[src/rtl/irq_seq_pkg.sv]
package irq_seq_pkg;

    // Controller states
    typedef enum logic [1:0] {
        SQ_IDLE     = 2'd0,
        SQ_STD_CALL = 2'd1,
        SQ_PTS_SVC  = 2'd2
    } seq_state_e;

    // Request kinds, index into the tracker array
    localparam int KIND_STD = 0;
    localparam int KIND_PTS = 1;
    localparam int NUM_KIND = 2;

endpackage

[src/rtl/irq_pend_track.sv]
module irq_pend_track (
    input  logic clk,
    input  logic rst_n,
    input  logic req,
    input  logic arm,
    input  logic clr,
    output logic armed
);
    logic pend_q;
    logic armed_q;

    // New request wins over clear so that no request is lost
    always_ff @(posedge clk or negedge rst_n) begin
        if (!rst_n) begin
            pend_q  <= 1'b0;
            armed_q <= 1'b0;
        end else begin
            pend_q  <= req | (pend_q & ~clr);
            armed_q <= ~clr & (armed_q | (arm & pend_q));
        end
    end

    assign armed = armed_q;

    // clear empties both pending and armed state
    assert_clear_empties_R7: assert property (@(posedge clk) disable iff (!rst_n)
        (clr && !req) |=> (!pend_q && !armed_q))
        else $error("R7 clear did not empty tracker");

    // arming only happens on a boundary with the request already pending
    assert_arm_on_boundary_R1: assert property (@(posedge clk) disable iff (!rst_n)
        $rose(armed_q) |-> $past(arm && pend_q))
        else $error("R1 armed without boundary");

endmodule

[src/rtl/irq_resp_timer.sv]
module irq_resp_timer #(
    parameter int INT_LEN = 11,
    parameter int EXT_LEN = 13
) (
    input  logic clk,
    input  logic rst_n,
    input  logic load,
    input  logic use_ext,
    output logic last
);
    localparam int MAX_LEN = (EXT_LEN > INT_LEN) ? EXT_LEN : INT_LEN;
    localparam int CW      = $clog2(MAX_LEN);

    logic [CW-1:0] cnt_q;

    always_ff @(posedge clk or negedge rst_n) begin
        if (!rst_n) begin
            cnt_q <= '0;
        end else if (load) begin
            cnt_q <= use_ext ? CW'(EXT_LEN - 1) : CW'(INT_LEN - 1);
        end else if (cnt_q != '0) begin
            cnt_q <= cnt_q - 1'b1;
        end
    end

    assign last = (cnt_q == '0);

    // a load always starts a non-empty countdown
    assert_load_starts_R3: assert property (@(posedge clk) disable iff (!rst_n)
        load |=> !last)
        else $error("R3 timer loaded but already expired");

endmodule

[src/rtl/irq_resp_seq.sv]
module irq_resp_seq #(
    parameter int INT_CALL_LEN = 11,
    parameter int EXT_CALL_LEN = 13
) (
    input  logic clk,
    input  logic rst_n,
    input  logic std_req,
    input  logic pts_req,
    input  logic stack_ext,
    input  logic instr_end,
    input  logic instr_prot,
    input  logic pts_done,
    output logic ack,
    output logic busy,
    output logic path_pts
);
    import irq_seq_pkg::*;

    localparam int MAX_CALL = (EXT_CALL_LEN > INT_CALL_LEN) ? EXT_CALL_LEN : INT_CALL_LEN;
    localparam int LW       = $clog2(MAX_CALL + 1) + 1;

    seq_state_e state_q, state_d;
    logic       ack_q;

    logic [NUM_KIND-1:0] req_vec;
    logic [NUM_KIND-1:0] clr_vec;
    logic [NUM_KIND-1:0] armed_vec;

    logic arm_bnd;
    logic take_ok;
    logic take_pts;
    logic take_std;
    logic call_last;

    assign req_vec[KIND_STD] = std_req;
    assign req_vec[KIND_PTS] = pts_req;

    // Boundary decisions: arm on any end strobe while idle, take on unprotected ones
    always_comb begin
        arm_bnd  = instr_end & (state_q == SQ_IDLE);
        take_ok  = arm_bnd & ~instr_prot;
        take_pts = take_ok & armed_vec[KIND_PTS];
        take_std = take_ok & armed_vec[KIND_STD] & ~armed_vec[KIND_PTS];
        clr_vec[KIND_STD] = take_std;
        clr_vec[KIND_PTS] = take_pts;
    end

    genvar k;
    generate
        for (k = 0; k < NUM_KIND; k++) begin : g_track
            irq_pend_track u_track (
                .clk   (clk),
                .rst_n (rst_n),
                .req   (req_vec[k]),
                .arm   (arm_bnd),
                .clr   (clr_vec[k]),
                .armed (armed_vec[k])
            );
        end
    endgenerate

    irq_resp_timer #(
        .INT_LEN (INT_CALL_LEN),
        .EXT_LEN (EXT_CALL_LEN)
    ) u_timer (
        .clk     (clk),
        .rst_n   (rst_n),
        .load    (take_std),
        .use_ext (stack_ext),
        .last    (call_last)
    );

    // Next-state logic
    always_comb begin
        state_d = state_q;
        unique case (state_q)
            SQ_IDLE: begin
                if (take_pts)      state_d = SQ_PTS_SVC;   // T_TAKE_PTS
                else if (take_std) state_d = SQ_STD_CALL;  // T_TAKE_STD
            end
            SQ_STD_CALL: begin
                if (call_last)     state_d = SQ_IDLE;      // T_CALL_DONE
            end
            SQ_PTS_SVC: begin
                if (pts_done)      state_d = SQ_IDLE;      // T_SVC_DONE
            end
            default:               state_d = SQ_IDLE;
        endcase
    end

    // State register
    always_ff @(posedge clk or negedge rst_n) begin
        if (!rst_n) begin
            state_q <= SQ_IDLE;
            ack_q   <= 1'b0;
        end else begin
            state_q <= state_d;
            ack_q   <= take_pts | take_std;
        end
    end

    // Outputs
    always_comb begin
        ack      = ack_q;
        busy     = (state_q != SQ_IDLE);
        path_pts = (state_q == SQ_PTS_SVC);
    end

    // Checker state for the call length
    logic [LW-1:0] chk_len_q;
    logic          chk_ext_q;
    always_ff @(posedge clk or negedge rst_n) begin
        if (!rst_n) begin
            chk_len_q <= '0;
            chk_ext_q <= 1'b0;
        end else if (take_std) begin
            chk_len_q <= '0;
            chk_ext_q <= stack_ext;
        end else if (state_q == SQ_STD_CALL) begin
            chk_len_q <= chk_len_q + 1'b1;
        end
    end

    assert_ack_after_end_R1: assert property (@(posedge clk) disable iff (!rst_n)
        ack |-> $past(instr_end))
        else $error("R1 ack without preceding boundary");

    assert_no_ack_after_prot_R2: assert property (@(posedge clk) disable iff (!rst_n)
        ack |-> !$past(instr_prot))
        else $error("R2 ack after protected instruction");

    assert_call_len_R3: assert property (@(posedge clk) disable iff (!rst_n)
        ($fell(busy) && $past(!path_pts)) |->
            (chk_len_q == (chk_ext_q ? LW'(EXT_CALL_LEN) : LW'(INT_CALL_LEN))))
        else $error("R3 call length wrong");

    assert_svc_ends_on_done_R4: assert property (@(posedge clk) disable iff (!rst_n)
        ($fell(busy) && $past(path_pts)) |-> $past(pts_done))
        else $error("R4 service ended without done");

    assert_pts_first_R6: assert property (@(posedge clk) disable iff (!rst_n)
        (ack && !path_pts) |-> !$past(armed_vec[KIND_PTS]))
        else $error("R6 standard taken over armed transfer request");

    assert_no_reack_R9: assert property (@(posedge clk) disable iff (!rst_n)
        ack |-> (busy && !$past(busy)))
        else $error("R9 ack while busy");

endmodule

[config.mk]
export PLATFORM = sky130hd
export DESIGN_NAME = irq_resp_seq
export DESIGN_NICKNAME = d
export VERILOG_FILES = /design/src/rtl/irq_seq_pkg.sv /design/src/rtl/irq_pend_track.sv /design/src/rtl/irq_resp_timer.sv /design/src/rtl/irq_resp_seq.sv
export SDC_FILE = /design/constraint.sdc
export NUM_CORES = 1
export LEC_CHECK = 0
export BUFFER_PORTS_ARGS = -buffer_cell sky130_fd_sc_hd__buf_2
export CAP_MARGIN = 20
export CORE_MARGIN = 5
export CORE_UTILIZATION = 41
export DETAILED_ROUTE_END_ITERATION = 7
export HOLD_SLACK_MARGIN = 0.1
export PLACE_DENSITY = 0.66
export SETUP_SLACK_MARGIN = 0.05
export SYNTH_ARGS = -nofsm -noshare
export SYNTH_HDL_FRONTEND = slang
export SYNTH_SLANG_ARGS = --single-unit
[constraint.sdc]
create_clock -name clk -period 2.5 [get_ports clk]
set_input_delay 0.25 -clock clk [delete_from_list [all_inputs] [get_ports clk]]
set_output_delay 0.25 -clock clk [all_outputs]
set_load 0.02 [all_outputs]
==> flow_metrics.py, run 1 <==
metrics = {
    "outcome": {
        "outcome": "completed",
    },
    "critical_path": {
        "path_class": "reg2reg",
        "worstSetupEndpointType": "flip-flop",
        "timing.critical_path.arrival_ps": 1870,
        "reg2reg_from": "u_timer.cnt_q[0]$_DFFE_PN0P_",
        "crit_path_max_fanout": 4,
        "worst_ep_required_time_ps": 2700,
        "cp-start-kind": "flip-flop",
        "ff2ff_setup_slack_ps": 830,
        "crit_start": "u_timer.cnt_q[0]$_DFFE_PN0P_",
    },
    "pwr": {
        "power.clock.fraction_pct": 15.8,
        "switching_power_w": 0.000290,
        "swShare_pct": 37.1,
        "vdd_drop_max_v": 0.000534,
        "combPwrFrac_pct": 42.1,
        "pwr-share-seq_pct": 42.2,
        "p_int_w": 0.000490,
        "p_leak_nw": 0.321,
        "powerDensity_nw_per_um2": 1180,
    },
    "clock_tree": {
        "clock-root-buffer": "clkbuf_4",
        "tritoncts_num_sinks": 11,
        "max-clock-path-buffers": 2,
        "worstSkewPairLatency_ps": 270,
        "cts_inserted_buffers": 3,
        "clock_tree_from_tritoncts": "yes",
        "cts_max_level": 1,
        "post_cts_resized": 0,
        "post-cts-setup-buffers": 0,
        "cts.clk_slew.worst_paths_ps": 70,
    },
    "floorplan": {
        "row_count": 13,
        "floorplan.die.height_um": 46.8,
        "die-area_um2": 2190,
        "die_x_um": 46.8,
        "floorplan.core_area_um2": 1280,
        "num_io_pins": 11,
        "start_util_pct": 43.1,
    },
    "sta": {
        "tightest_slew_ps": 505,
        "hold_vio_cnt_final": 0,
        "final_period_minus_worst_setup_slack_ps": 1670,
        "fmaxAchievable_ghz": 0.599,
        "setup_violations": 0,
        "setup_tns_ps": 0,
        "setup_repair_after_global_routing_missed_its_margin": "no",
        "maxSlewHeadroom_pct": 66.3,
        "count_of_final_max_slew_check_failures": 0,
        "period_share_pct": 66.8,
        "clock_skew_ps": 1.10,
    },
    "layout": {
        "layout.nets": 71,
        "diodes": 0,
        "final_cell_area_um2": 659,
        "post_route_cells_drive_above_1_share_pct": 28.3,
        "area.growth.synth_to_final_pct": 19.0,
    },
    "synth": {
        "synth-warning-count": 0,
        "ys.flop_type": "dfrtp_1",
        "netlist_instances": 45,
        "synth_async_sr_flop_share_pct": 100,
        "postSynthAreaPerCell_um2": 12.3,
        "synth-edff-count": 0,
        "yosys.cell_types.count": 24,
        "synth_area_um2": 554,
        "synth.ff_latch_count": 11,
        "ys_seq_area_share_pct": 49.7,
        "synthesis.nets": 55,
    },
    "global_route": {
        "grt_util_all_layers_pct": 12.8,
        "first_global_vias": 383,
        "initial_antenna_violation_count": 0,
        "grt-ovfl-total": 0,
        "grt_max_degree": 12,
        "wire_length_of_the_first_global_routing_pass_mm": 1.79,
    },
    "place": {
        "rd_place_congestion": 0.658,
        "dpl-instance-area_um2": 623,
        "io_buffers": 10,
        "dp_hpwl_um": 768,
    },
    "route": {
        "via_density_per_instance": 4.80,
        "route.final.wire_length_mm": 1.04,
        "drtIter0Drc": 5,
        "mean_routed_wirelength_per_cell_um": 13.9,
        "drc_errors": 0,
        "drtAntennaViolNets": 0,
        "first_pass_iters": 4,
        "num_vias": 360,
    },
    "hold_path": {
        "hold_path.startpoint": "pts_req",
        "hold_class": "in2reg",
    },
    "flow_run": {
        "timing.max_cap.violations": 0,
    },
}
==> path summary, 6_finish.rpt <==
| kind | end | cells past startpoint |
|---|---|---|
| min reg2reg | g_track[1].u_track.pend_q$_DFF_PN0_ | 1 |
| min | g_track[1].u_track.pend_q$_DFF_PN0_ | 2 |
| min in group asynchronous | g_track[0].u_track.pend_q$_DFF_PN0_ | 2 |
| max in group asynchronous | g_track[1].u_track.pend_q$_DFF_PN0_ | 2 |
| max reg2reg | u_timer.cnt_q[1]$_DFFE_PN0P_ | 5 |
| max | u_timer.cnt_q[1]$_DFFE_PN0P_ | 5 |
==> what timing repair did <==
| action | CTS | global route |
|---|---|---|
| hold buffers | 1 | 0 |
| endpoints found under the hold margin | 11 | 0 |
| endpoints found under the setup margin | 0 | 0 |
==> cells in the mapped netlist (2+ instances only) <==
cell type   n  share of area, %
o21a_1      2               2.7
a21o_1      2               2.7
dfrtp_1    11                50
inv_1       3               2.0
mux2i_1     3               5.4
xnor2_1     2               3.2
ha_1        2               4.5
a21oi_1     2               1.8
nor2_1      3               2.0
==> worst max-delay path, stage by stage, from the launching register on <==
cell     delay [ps]
dfrtp_1         400
inv_1            90
ha_1            160
nor3b_1         440
mux2_2          390
mux2i_1         120
==> layer usage <==
metal,GRT usage (%),part of all wire (%)
met1,16.0,47
met2,16.8,47
met3,5.75,4.3
met4,9.94,1.8
met5,0,0
==> flip-flops by register name (all words and copies together) (netlist names) <==
register,cells
ack,1
g_track.u_track.armed,2
g_track.u_track.pend_q,2
state_q,2
u_timer.cnt_q,4
==> cell type report <==
type | instances | area (µm²)
Tap cell | 15 | 18.8
Fill cell | 123 | 626
Clock buffer | 4 | 26.3
Sequential cell | 11 | 275
Timing Repair Buffer | 11 | 60.1
Multi-Input combinational cell | 31 | 268
Inverter | 3 | 11.3
==> layout by cell type, fill, tap and decap left out <==
cell type       n
clkbuf_1        1
inv_1           3
nor3b_1         1
mux2_2          1
xnor2_1         2
ha_1            2
nor2b_1         1
nand2_1         1
nor4b_4         1
and3_1          1
buf_2          10
o21a_1          2
a21o_1          2
and2_1          1
dlygate4sd3_1   1
nor2_1          3
or2b_1          1
a21oi_1         2
nand4bb_1       1
nand3_1         1
mux2i_1         3
dfrtp_1        11
clkbuf_4        3
mux2_4          1
nand4b_1        1
nand3b_4        1
nor3_1          1
nand2b_1        1
==> cell families after synthesis <==
logic type      count (synthesis)  synth area share, %
xor+xnor                        2                 3.16
flops                          11                 49.7
mux                             5                 10.2
buf+inv                         3                 2.03
fa+ha+maj                       2                 4.51
compound gates                  6                 7.22
simple gates                   16                 23.3
==> power by group through the flow <==
stage	Combinational, W	Sequential (W)	Clock, W
global route	0.000376	0.000338	0.000146
global placement	0.000317	0.000327	0
floorplan	0.000258	0.000317	0
detailed placement	0.000331	0.000333	0
CTS	0.000335	0.000330	0.000129
finish	0.000328	0.000329	0.000123
==> metrics by stage <==
| step | utilization, % | cells | total power, W | worst slack, ps | hold WS (ps) |
|---|---|---|---|---|---|
| after floorplan | - | 45 | 0.000576 | 964 | -45.6 |
| after global placement | 48.5 | 70 | 0.000645 | 891 | 134 |
| after detailed placement | 48.5 | 70 | 0.000664 | 836 | 134 |
| after CTS | 51.3 | 75 | 0.000795 | 815 | 150 |
| after global routing | 51.3 | 75 | 0.000860 | 698 | 134 |
| final | 51.3 | 75 | 0.000780 | 830 | 159 |
Power figures use the tool's default switching activity.
==> run 2, diff against run 1 <==
==> constraint.sdc (replaced) <==
create_clock -name clk -period 1.7 [get_ports clk]
set_input_delay 0.17 -clock clk [delete_from_list [all_inputs] [get_ports clk]]
set_output_delay 0.17 -clock clk [all_outputs]
set_load 0.02 [all_outputs]
==> run 2 against run 1 <==
Critical path depth fell by 2. Largest power group is now combinational logic. Sequential share of layout area fell by 2.5 points. Worst setup slack got worse by 600 ps. Highest routed layer is now met3. Largest cell class unchanged. Die area did not move. Design area rose by 6.5%. Worst hold slack got worse by 8.8 ps. Critical endpoint is now u_timer.cnt_q[2]$_DFFE_PN0P_. Non-clock buffer count rose by 4. Clock skew rose by 2.1 ps.
==> flow_metrics.py, run 2 (synthesized netlist as in run 1, its figures left out) <==
metrics = {
    "place": {
        "numPlacedInstances": 71,
        "rd_place_congestion": 0.691,
        "io_buffers": 10,
        "dpl-instance-area_um2": 631,
    },
    "critical_path": {
        "reg2reg_from": "state_q[1]$_DFFE_PN0P_",
        "regToRegEndpoint": "u_timer.cnt_q[2]$_DFFE_PN0P_",
        "slowest_delay_ps": 460,
        "cp-start-kind": "flip-flop",
        "timing.critical_path.arrival_ps": 1620,
        "ff2ff_setup_slack_ps": 230,
        "cp_slowest_cell": "dfrtp_1",
        "crit_path_max_fanout": 7,
        "worstSetupEndpointType": "flip-flop",
        "path_class": "reg2reg",
        "timing.critical_path.cells": "nor4b_4 > nand3b_4 > mux2_4",
        "timing.reg2reg.worst_path_depth": 3,
        "worst_ep_required_time_ps": 1850,
    },
    "clock_tree": {
        "worstSkewPairLatency_ps": 260,
        "clock_tree_from_tritoncts": "yes",
        "max-clock-path-buffers": 2,
        "post-cts-setup-buffers": 0,
        "cts_inserted_buffers": 3,
        "cts_max_level": 1,
        "cts.clk_slew.worst_paths_ps": 70,
        "clock-root-buffer": "clkbuf_4",
        "tritoncts_num_sinks": 11,
    },
    "route": {
        "via_density_per_instance": 4.86,
        "drtAntennaViolNets": 0,
        "mean_routed_wirelength_per_cell_um": 12.3,
        "drtIter0Drc": 3,
        "route.final.wire_length_um": 972,
        "num_vias": 384,
        "drc_errors": 0,
        "first_pass_iters": 3,
    },
    "pwr": {
        "p_leak_nw": 0.340,
        "pwr-share-seq_pct": 42.2,
        "switching_power_w": 0.000414,
        "p_int_w": 0.000734,
        "swShare_pct": 36.1,
        "combPwrFrac_pct": 42.6,
        "p_total_w": 0.00115,
        "powerDensity_nw_per_um2": 1640,
        "power.clock.fraction_pct": 15.2,
        "vdd_drop_max_v": 0.000700,
    },
    "layout": {
        "post_route_cells_drive_above_1_share_pct": 29.7,
        "layout.area.seq_um2": 275,
        "fillers": 128,
        "area_occupied_by_multi_input_gates_um2": 273,
        "final_cell_area_um2": 702,
        "area.growth.synth_to_final_pct": 26.6,
        "mostFrequentLayoutCells": "dfrtp_1, buf_2, dlygate4sd3_1",
        "largest_register_ff_count": 4,
        "diodes": 0,
        "layout.nets": 75,
        "layout.cells.most_common": "dfrtp_1",
        "instances_no_fill": 79,
        "registers.top_by_ff_count": "u_timer.cnt_q",
    },
    "sta": {
        "fmaxAchievable_ghz": 0.682,
        "final_period_minus_worst_setup_slack_ps": 1470,
        "hold_vio_cnt_final": 0,
        "tightest_slew_ps": 319,
        "maxSlewHeadroom_pct": 78.6,
        "period_share_pct": 86.2,
        "setup_tns_ps": 0,
        "clock_skew_ps": 3.24,
        "setup_violations": 0,
        "count_of_final_max_slew_check_failures": 0,
        "setup_repair_after_global_routing_missed_its_margin": "no",
    },
    "hold_path": {
        "min_delay_path_depth": 3,
        "hold_class": "in2reg",
        "hold_path.startpoint": "pts_done",
        "holdPathEnd": "state_q[1]$_DFFE_PN0P_",
    },
    "floorplan": {
        "start_util_pct": 43.1,
        "die_x_um": 46.8,
        "floorplan.die.height_um": 46.8,
        "floorplan.core_area_um2": 1280,
        "num_io_pins": 11,
        "die-area_um2": 2190,
        "row_count": 13,
    },
    "global_route": {
        "grt_util_all_layers_pct": 11.0,
        "initial_antenna_violation_count": 0,
        "first_global_vias": 371,
        "grt_max_degree": 12,
        "wire_length_of_the_first_global_routing_pass_mm": 1.68,
        "grt-ovfl-total": 0,
    },
    "flow_run": {
        "timing.max_cap.violations": 0,
    },
    "outcome": {
        "outcome": "completed",
    },
}
==> run 2: cell types whose count changed in the layout (fill, tap and decap cells not counted), sizes merged <==
| cell | change |
|---|---|
| dlygate4sd3 | +3 |
| buf | +1 |
==> run 2: per-stage QoR <==
step / setup WS (ps) / hold WS [ps] / utilization [%]
global placement: 157 / 52.1 / 49.1
floorplan: 164 / -126 / -
CTS: 109 / 140 / 54.2
global route: 160 / 141 / 54.6
detailed placement: 140 / 50.3 / 49.1
finish: 234 / 150 / 54.6
==> run 2: layout make-up <==
| type | count | area share (%) |
|---|---|---|
| inverters | 3 | 1.60 |
| repair buffers | 15 | 13.9 |
| flip-flops and latches | 11 | 39.2 |
| clock buffers | 4 | 3.74 |
| multi-input cells | 31 | 38.9 |
| well taps | 15 | 2.67 |
==> run 2: how the worst max path moves through the flow <==
stage	endpoint	slack, ps	startpoint
after floorplan	u_timer.cnt_q[1]$_DFFE_PN0P_	160	u_timer.cnt_q[0]$_DFFE_PN0P_
after global placement	u_timer.cnt_q[2]$_DFFE_PN0P_	160	u_timer.cnt_q[0]$_DFFE_PN0P_
after detailed placement	u_timer.cnt_q[2]$_DFFE_PN0P_	140	u_timer.cnt_q[0]$_DFFE_PN0P_
after CTS	u_timer.cnt_q[2]$_DFFE_PN0P_	110	u_timer.cnt_q[0]$_DFFE_PN0P_
after global routing	u_timer.cnt_q[2]$_DFFE_PN0P_	160	u_timer.cnt_q[0]$_DFFE_PN0P_
final	u_timer.cnt_q[2]$_DFFE_PN0P_	230	state_q[1]$_DFFE_PN0P_
==> run 2: metal layers <==
layer | GRT usage, % | vias up | routed length [µm]
met4 | 4.97 | 0 | 0
met2 | 14.4 | 8 | 442
met1 | 16.4 | 182 | 482
li1 | - | 194 | -
met5 | 0 | - | 0
met3 | 3.45 | 0 | 47
==> run 2: critical path, delay by kind of cell (launching register included) <==
family	cells	cell delay, ps
simple gates	2	580
flops	1	460
mux	1	320
==> run 2: power groups by stage <==
stage | clock [W] | sequential [W] | combinational, W
CTS | 0.000181 | 0.000481 | 0.000494
floorplan | 0 | 0.000467 | 0.000380
global placement | 0 | 0.000485 | 0.000470
detailed placement | 0 | 0.000484 | 0.000486
finish | 0.000175 | 0.000485 | 0.000489
global route | 0.000200 | 0.000501 | 0.000557
==> run 2: repair_timing <==
item                                   in CTS  in global routing
endpoints found under the hold margin      14                  0
hold buffers                                4                  0
setup endpoints to repair                   0                  1
gates resized for setup                     0                  1
